### config.mk
export PLATFORM = sky130hd
export DESIGN_NAME = msix_vec_ctrl
export DESIGN_NICKNAME = d
export VERILOG_FILES = /design/src/rtl/msix_vc_pkg.sv /design/src/rtl/msix_vt_table.sv /design/src/rtl/msix_usecnt.sv /design/src/rtl/msix_pend.sv /design/src/rtl/msix_msg_fsm.sv /design/src/rtl/msix_vec_ctrl.sv
export SDC_FILE = /design/constraint.sdc
export NUM_CORES = 2
export LEC_CHECK = 0
export BUFFER_PORTS_ARGS = -buffer_cell sky130_fd_sc_hd__buf_4
export CAP_MARGIN = 10
export CORE_ASPECT_RATIO = 0.5
export CORE_MARGIN = 4
export CORE_UTILIZATION = 30
export DETAILED_ROUTE_END_ITERATION = 6
export MAX_ROUTING_LAYER = met4
export PLACE_DENSITY = 0.52
export SLEW_MARGIN = 0
export SYNTH_ARGS = -nofsm -noshare
export SYNTH_HDL_FRONTEND = slang
export SYNTH_HIERARCHICAL = 1
export SYNTH_SLANG_ARGS = --single-unit
### constraint.sdc
create_clock -name clk -period 2 [get_ports clk]
set_clock_uncertainty 0.05 [all_clocks]
set_input_delay 0 -clock clk [delete_from_list [all_inputs] [get_ports clk]]
set_output_delay 0 -clock clk [all_outputs]
set_load 0.1 [all_outputs]
### src/rtl/msix_vc_pkg.sv
package msix_vc_pkg;

    // Word select inside one 16-byte table entry.
    typedef enum logic [1:0] {
        FLD_ADDR_LO = 2'd0,
        FLD_ADDR_HI = 2'd1,
        FLD_DATA    = 2'd2,
        FLD_CTRL    = 2'd3
    } fld_e;

    // Output state machine.
    typedef enum logic {
        ST_IDLE  = 1'b0,
        ST_OFFER = 1'b1
    } msg_st_e;

    typedef struct packed {
        logic [31:0] addr_hi;
        logic [31:0] addr_lo;
        logic [31:0] data;
    } msg_ent_t;

endpackage

### src/rtl/msix_vt_table.sv
module msix_vt_table
    import msix_vc_pkg::*;
#(
    parameter int NV = 8,
    parameter int AW = 12
) (
    input  logic                   clk,
    input  logic                   rst_n,
    input  logic                   wr_en,
    input  logic [AW-1:0]          wr_addr,
    input  logic [31:0]            wr_data,
    output msg_ent_t [NV-1:0]      ent_o,
    output logic [NV-1:0]          mask_o,
    output logic                   note_valid,
    output logic [$clog2(NV)-1:0]  note_vec,
    output logic                   note_masked
);
    localparam int VW = $clog2(NV);
    localparam int IW = AW - 4;

    logic [IW-1:0] w_idx;
    fld_e          w_fld;
    logic          w_hit;
    logic          unused_lsb;

    assign w_idx      = wr_addr[AW-1:4];
    assign w_fld      = fld_e'(wr_addr[3:2]);
    assign w_hit      = wr_en && (w_idx < IW'(NV));
    assign unused_lsb = ^wr_addr[1:0];

    for (genvar g = 0; g < NV; g++) begin : g_ent
        logic sel;
        assign sel = w_hit && (w_idx == IW'(g));

        always_ff @(posedge clk) begin
            if (!rst_n) begin
                ent_o[g]  <= '0;
                mask_o[g] <= 1'b1;
            end else if (sel) begin
                unique case (w_fld)
                    FLD_ADDR_LO: ent_o[g].addr_lo <= wr_data;
                    FLD_ADDR_HI: ent_o[g].addr_hi <= wr_data;
                    FLD_DATA:    ent_o[g].data    <= wr_data;
                    FLD_CTRL:    mask_o[g]        <= wr_data[0];
                endcase
            end
        end
    end

    // A notification is raised only when the mask actually flips.
    always_ff @(posedge clk) begin
        if (!rst_n) begin
            note_valid  <= 1'b0;
            note_vec    <= '0;
            note_masked <= 1'b0;
        end else begin
            note_valid <= 1'b0;
            if (w_hit && (w_fld == FLD_CTRL) && (wr_data[0] != mask_o[w_idx[VW-1:0]])) begin
                note_valid  <= 1'b1;
                note_vec    <= w_idx[VW-1:0];
                note_masked <= wr_data[0];
            end
        end
    end
endmodule

### src/rtl/msix_usecnt.sv
module msix_usecnt #(
    parameter int NV = 8,
    parameter int CW = 4
) (
    input  logic                  clk,
    input  logic                  rst_n,
    input  logic                  acq_en,
    input  logic                  rel_en,
    input  logic [$clog2(NV):0]   use_vec,
    input  logic                  free_all,
    output logic [NV-1:0]         rel_clr_o
);
    localparam int VIW = $clog2(NV) + 1;
    localparam logic [CW-1:0] CMAX = {CW{1'b1}};

    for (genvar g = 0; g < NV; g++) begin : g_cnt
        logic [CW-1:0] cnt;
        logic          hit;
        logic          do_acq;
        logic          do_rel;

        assign hit    = (use_vec == VIW'(g));
        assign do_acq = acq_en && hit && (cnt != CMAX);
        assign do_rel = rel_en && !acq_en && hit && (cnt != '0);
        assign rel_clr_o[g] = do_rel && (cnt == CW'(1));

        always_ff @(posedge clk) begin
            if (!rst_n || free_all) begin
                cnt <= '0;
            end else if (do_acq) begin
                cnt <= cnt + CW'(1);
            end else if (do_rel) begin
                cnt <= cnt - CW'(1);
            end
        end
    end
endmodule

### src/rtl/msix_pend.sv
module msix_pend #(
    parameter int NV = 8
) (
    input  logic          clk,
    input  logic          rst_n,
    input  logic [NV-1:0] irq_req,
    input  logic [NV-1:0] mask,
    input  logic [NV-1:0] rel_clr,
    input  logic          flush,
    input  logic [NV-1:0] take,
    output logic [NV-1:0] pend_o,
    output logic [NV-1:0] send_o
);
    logic [NV-1:0] drain;
    logic [NV-1:0] pend_nx;
    logic [NV-1:0] send_nx;

    always_comb begin
        drain   = pend_o & ~mask;
        pend_nx = flush ? '0 : (((pend_o & ~drain) | (irq_req & mask)) & ~rel_clr);
        send_nx = (send_o & ~take) | (irq_req & ~mask) | drain;
    end

    always_ff @(posedge clk) begin
        if (!rst_n) begin
            pend_o <= '0;
            send_o <= '0;
        end else begin
            pend_o <= pend_nx;
            send_o <= send_nx;
        end
    end
endmodule

### src/rtl/msix_msg_fsm.sv
module msix_msg_fsm
    import msix_vc_pkg::*;
#(
    parameter int NV = 8
) (
    input  logic                  clk,
    input  logic                  rst_n,
    input  logic [NV-1:0]         send_i,
    input  msg_ent_t [NV-1:0]     ent_i,
    input  logic                  msg_ready,
    output logic [NV-1:0]         take_o,
    output logic                  msg_valid,
    output logic [$clog2(NV)-1:0] msg_vec,
    output logic [63:0]           msg_addr,
    output logic [31:0]           msg_data
);
    localparam int VW = $clog2(NV);

    msg_st_e       st;
    msg_st_e       st_nx;
    logic [VW-1:0] pick;
    logic          any;
    logic          load;

    always_comb begin
        pick = '0;
        for (int i = NV - 1; i >= 0; i--) begin
            if (send_i[i]) pick = VW'(i);
        end
    end

    assign any    = |send_i;
    assign load   = any && ((st == ST_IDLE) || ((st == ST_OFFER) && msg_ready));
    assign take_o = load ? (NV'(1) << pick) : '0;

    always_comb begin
        unique case (st)
            ST_IDLE:  st_nx = any ? ST_OFFER : ST_IDLE;
            ST_OFFER: st_nx = msg_ready ? (any ? ST_OFFER : ST_IDLE) : ST_OFFER;
        endcase
    end

    always_ff @(posedge clk) begin
        if (!rst_n) st <= ST_IDLE;
        else        st <= st_nx;
    end

    always_comb begin
        msg_valid = (st == ST_OFFER);
    end

    always_ff @(posedge clk) begin
        if (!rst_n) begin
            msg_vec  <= '0;
            msg_addr <= '0;
            msg_data <= '0;
        end else if (load) begin
            msg_vec  <= pick;
            msg_addr <= {ent_i[pick].addr_hi, ent_i[pick].addr_lo};
            msg_data <= ent_i[pick].data;
        end
    end
endmodule

### src/rtl/msix_vec_ctrl.sv
module msix_vec_ctrl
    import msix_vc_pkg::*;
#(
    parameter int NV = 8,
    parameter int AW = 12,
    parameter int CW = 4
) (
    input  logic                  clk,
    input  logic                  rst_n,
    input  logic                  wr_en,
    input  logic [AW-1:0]         wr_addr,
    input  logic [31:0]           wr_data,
    input  logic [NV-1:0]         irq_req,
    input  logic                  acq_en,
    input  logic                  rel_en,
    input  logic [$clog2(NV):0]   use_vec,
    input  logic                  clear_all,
    input  logic                  free_all,
    output logic                  msg_valid,
    input  logic                  msg_ready,
    output logic [$clog2(NV)-1:0] msg_vec,
    output logic [63:0]           msg_addr,
    output logic [31:0]           msg_data,
    output logic                  note_valid,
    output logic [$clog2(NV)-1:0] note_vec,
    output logic                  note_masked,
    output logic [NV-1:0]         pend_o,
    output logic [NV-1:0]         mask_o
);
    msg_ent_t [NV-1:0] ent;
    logic [NV-1:0]     rel_clr;
    logic [NV-1:0]     send;
    logic [NV-1:0]     take;

    msix_vt_table #(.NV(NV), .AW(AW)) u_table (
        .clk(clk), .rst_n(rst_n), .wr_en(wr_en), .wr_addr(wr_addr), .wr_data(wr_data),
        .ent_o(ent), .mask_o(mask_o), .note_valid(note_valid), .note_vec(note_vec),
        .note_masked(note_masked)
    );

    msix_usecnt #(.NV(NV), .CW(CW)) u_cnt (
        .clk(clk), .rst_n(rst_n), .acq_en(acq_en), .rel_en(rel_en), .use_vec(use_vec),
        .free_all(free_all), .rel_clr_o(rel_clr)
    );

    msix_pend #(.NV(NV)) u_pend (
        .clk(clk), .rst_n(rst_n), .irq_req(irq_req), .mask(mask_o), .rel_clr(rel_clr),
        .flush(clear_all || free_all), .take(take), .pend_o(pend_o), .send_o(send)
    );

    msix_msg_fsm #(.NV(NV)) u_fsm (
        .clk(clk), .rst_n(rst_n), .send_i(send), .ent_i(ent), .msg_ready(msg_ready),
        .take_o(take), .msg_valid(msg_valid), .msg_vec(msg_vec), .msg_addr(msg_addr),
        .msg_data(msg_data)
    );
endmodule

==> results by stage <==
Timing:
- Of the available clock period, the critical path in the final layout requires 1.09.
- The peak clock frequency supported by timing is between 400 and 500 MHz.
- Setup slack on the critical path of the routed design comes to -0.176 ns.
- The hold violation total from the final report is 0.
- The relative slew slack is 0.426.
- The final-report max-slew violation count came to 0.
- The actual transition at the worst max-transition pin is 0.861 ns.
- After layout, the minimum clock period comes to 2.18 ns.
- Setup repair after global routing could not meet its margin everywhere.
- The count of final setup violators is around 100.
- The worst hold-check slack is roughly 0.013 ns.

Routing:
- The final routed DRC violation total is 0.
- The first detailed-routing pass ran for 5 iterations.
- The routed design has ~160000 um of wire.
- The detail route stage leaves a number of antenna-violating nets equal to 0.
- The detailed router finished its first iteration with 3436 violations.
- The final route contains roughly 37000 vias.
- Dividing the detail-routed wire length by the instance count gives roughly 22 um.
- After detailed routing, the number of vias per cell comes to 5.25.

Layout:
- The sequential cells in the finished layout cover a total of roughly 19000 um2.
- The layout net count is between 5000 and 6000.
- The cell area after layout is between 50000 and 60000 um2.
- In the final layout, the multi-input gates occupy between 20000 and 25000 um2.
- Compared with the post-synthesis result, the final layout area differs by 22.7%.
- In the final layout, the share of cells above drive strength 1 is 0.160.
- The number of fill cells in the layout is between 10000 and 15000.

Critical path:
- Data on the critical path is required at its endpoint by approximately 2.6 ns.
- Of all nets on the critical path, the largest fanout is 26.
- The critical path is of the reg -> reg type.
- STA classifies the critical path startpoint as a flop.
- For the worst setup path, the data arrival time is about 2.7 ns.
- The critical path endpoint category is a flop.

Floorplanning:
- The number of top-level pins is about 190.
- After floorplanning, the core was divided into 96 placement rows.
- The effective utilization at floorplan is 0.303.
- The horizontal die dimension is about 530 um.
- The floorplan step defined a die boundary enclosing ~150000 um2.
- The core outline area is 138000 um2.
- Measured along the y axis, the die boundary spans around 270 um.

Yosys:
- Counting flops with an async set or reset pin after synthesis yields a share of 0.
- The synthesized netlist contains 74 unique library cells.
- The dominant cell type by area after synthesis is dfxtp_1.
- The cell count after synthesis is 4942.
- The net count after synthesis is 5030.
- The share of synthesized area in the top cell type comes to 0.446.
- Yosys mapped a number of flops with a built-in enable equal to 0.
- The flip-flop cell with the highest count after synthesis is dfxtp_1.
- The number of flip-flops and latches in the synthesized netlist is 929.
- The sequential fraction of the synthesis area is 0.446.
- The Yosys step of the flow raised 6 warnings.
- The library cell with the highest instance count after synthesis is nand2_1.
- Summing every instance area after synthesis gives 41700 um2.
- The mean cell area of the mapped netlist is around 8.4 um2.
- The commonest cells after synthesis are nand2_1 (1686), dfxtp_1 (929), a21boi_0 (606), clkbuf_1 (321), a21boi_1 (137).
- In the post-synthesis netlist, the biggest area contributors are dfxtp_1 (45%), nand2_1 (15%), a21boi_0 (11%), clkbuf_1 (2.9%), a21boi_1 (2.5%).

Global route:
- The via count of the first global-routing pass is 35700.
- The wire length of the first global-routing pass is approximately 230000 um.
- Across every metal layer, demand over resource in global routing totals 0.212.
- Entering global routing, the biggest net connects around 160 pins.
- After global routing the overflow that remains totals 0.
- The initial antenna violation count came to 6.

Pwr:
- The power density over cell area is roughly 750 nW/um2.
- Summing internal, switching and leakage power gives approximately 39 mW.
- The net switching power is ~9 mW.
- The share of total power dissipated in sequential elements is 0.480.
- For this design the static power due to leakage is 17.4 nW.
- Of the total power, combinational logic draws 0.039.
- The peak supply drop is about 0.71 mV.
- The internal power of the cells totals 29.6 mW.
- The part of the power in the clock network is 0.481.
- The fraction of power spent switching nets is 0.233.

Placed design:
- Once placement finished, the instance area stood at ~47000 um2.
- During placement, the flow inserted port buffers numbering approximately 180.
- The congestion estimate from routability-driven global placement came to 0.833.
- The placed wire-length estimate is 95100 um.

Run status:
- The flow ran to the end, but the final reports show violations.
- The final reports fail on negative setup slack.

Clock tree:
- Clock-pin slew was measured on the worst setup and hold paths at 0.07 ns.
- At the later pin of the worst-skew pair, clock insertion delay measures just over 0.7 ns.
- TritonCTS built the clock tree.
- The clock net in this run drives a total of roughly 930 sinks.
- CTS built an H-tree with a depth of 3.
- The number of clock buffers inserted by TritonCTS is 94.
- No sink is reached through more buffers than the 3 on the longest clock path.
- The cell chosen for the clock root is clkbuf_16.

Worst hold path:
- The path type of the worst min-delay path is in -> reg.

Run:
- The count of maximum capacitance violations is 0.
==> power groups by stage <==
stage          Sequential [mW]  Combinational, mW  Clock [mW]
2_1_floorplan             19.0              0.727           0
3_3_place_gp              18.9               1.35           0
3_5_place_dp              18.9               1.37           0
4_1_cts                   18.5               1.47        18.9
5_1_grt                   18.5               1.55        19.7
6_report                  18.5               1.49        18.6
==> worst max-delay path, cell delays in order, from the launching register on <==
cell and delay, ns:
dfxtp_2 0.35, or4b_4 0.55, a21oi_4 0.21, buf_12 0.24
buf_12 0.21, a221o_1 0.16, a21oi_1 0.04, o31ai_1 0.27
==> final cells by class <==
class | instances | area share
repair buffers | 496 | 0.110
well taps | 1862 | 0.0456
multi-input cells | 3535 | 0.416
flip-flops and latches | 929 | 0.365
clock buffers | 136 | 0.0533
diodes | 4 | 0.000196
clock inverters | 34 | 0.00913
inverters | 23 | 0.00169
==> what timing repair did <==
item                                    in CTS  in global routing
hold buffers                                70                  0
hold endpoints to repair                   865                  0
gates resized for setup                     33                 22
endpoints found under the setup margin      99                105
buffers inserted                             9                  7
pin swaps                                   35                  5
cloned                                       3                  6
==> placed cells by master (no fill, tap or decap), types with 13 or more instances in the layout <==
| master | n |
|---|---|
| nor3_1 | 42 |
| o31ai_1 | 52 |
| nand2b_1 | 18 |
| a21boi_0 | 606 |
| or3_1 | 15 |
| and3_1 | 16 |
| buf_4 | 287 |
| mux2i_1 | 25 |
| ha_1 | 24 |
| a211oi_1 | 92 |
| inv_1 | 23 |
| a21boi_2 | 29 |
| clkinv_2 | 15 |
| mux2_1 | 17 |
| o21a_1 | 13 |
| mux2_2 | 81 |
| o31ai_2 | 43 |
| a21o_1 | 95 |
| clkbuf_16 | 100 |
| clkbuf_1 | 22 |
| dlygate4sd3_1 | 70 |
| nand3_1 | 16 |
| nor2_1 | 33 |
| a22o_1 | 95 |
| a221o_1 | 96 |
| buf_12 | 113 |
| a21oi_1 | 108 |
| a21boi_1 | 137 |
| nand2_1 | 1684 |
| dfxtp_1 | 916 |
| o21ai_0 | 22 |
| clkbuf_8 | 19 |
==> final timing paths <==
path	from	slack, ns	to	cells after the start
hold / removal	wr_addr[11]	0.01	u_table/mask_o[0]	7
setup reg to reg	u_pend/send_o[3]	-0.18	u_fsm/msg_addr[62]	7
setup / recovery	u_pend/send_o[3]	-0.18	u_fsm/msg_addr[62]	7
hold reg to reg	u_table/ent_o[686]	0.40	u_table/ent_o[686]	2
==> metal layers <==
layer,GRT usage,vias up,routed length (um)
met4,0.0588,0,4510
li1,-,17200,-
met2,0.335,1202,71100
met5,-,-,0
met3,0.0297,252,9520
met1,0.284,18200,71500
==> flip-flops by register name, summed over array words and instances, names as in the netlist <==
register,flops
u_table/ent_o,768
u_fsm/msg_addr,64
u_cnt/g_cnt.cnt,32
u_fsm/msg_data,32
u_pend/pend_o,8
u_pend/send_o,8
u_table/mask_o,8
u_fsm/msg_vec,3
u_table/note_vec,3
u_fsm/msg_valid,1
u_table/note_masked,1
u_table/note_valid,1
==> cell families after synthesis <==
family          count (synthesis)  synth area share
simple gates                 1947             0.195
compound gates               1441             0.270
flops                         929             0.446
buf+inv                       478            0.0496
mux                           123            0.0325
fa+ha+maj                      24           0.00721
==> through the flow <==
step,std cells,setup WS (ns),utilization,TNS (ns)
2_1_floorplan,4942,0.00602,-,0
3_3_place_gp,6750,-0.206,0.339,-11.93
3_5_place_dp,6750,-0.220,0.339,-16.89
4_1_cts,7002,-0.151,0.369,-9.99
5_1_grt,7017,-0.264,0.372,-19.32
6_report,7019,-0.176,0.372,-10.94
Power figures use the tool's default switching activity.
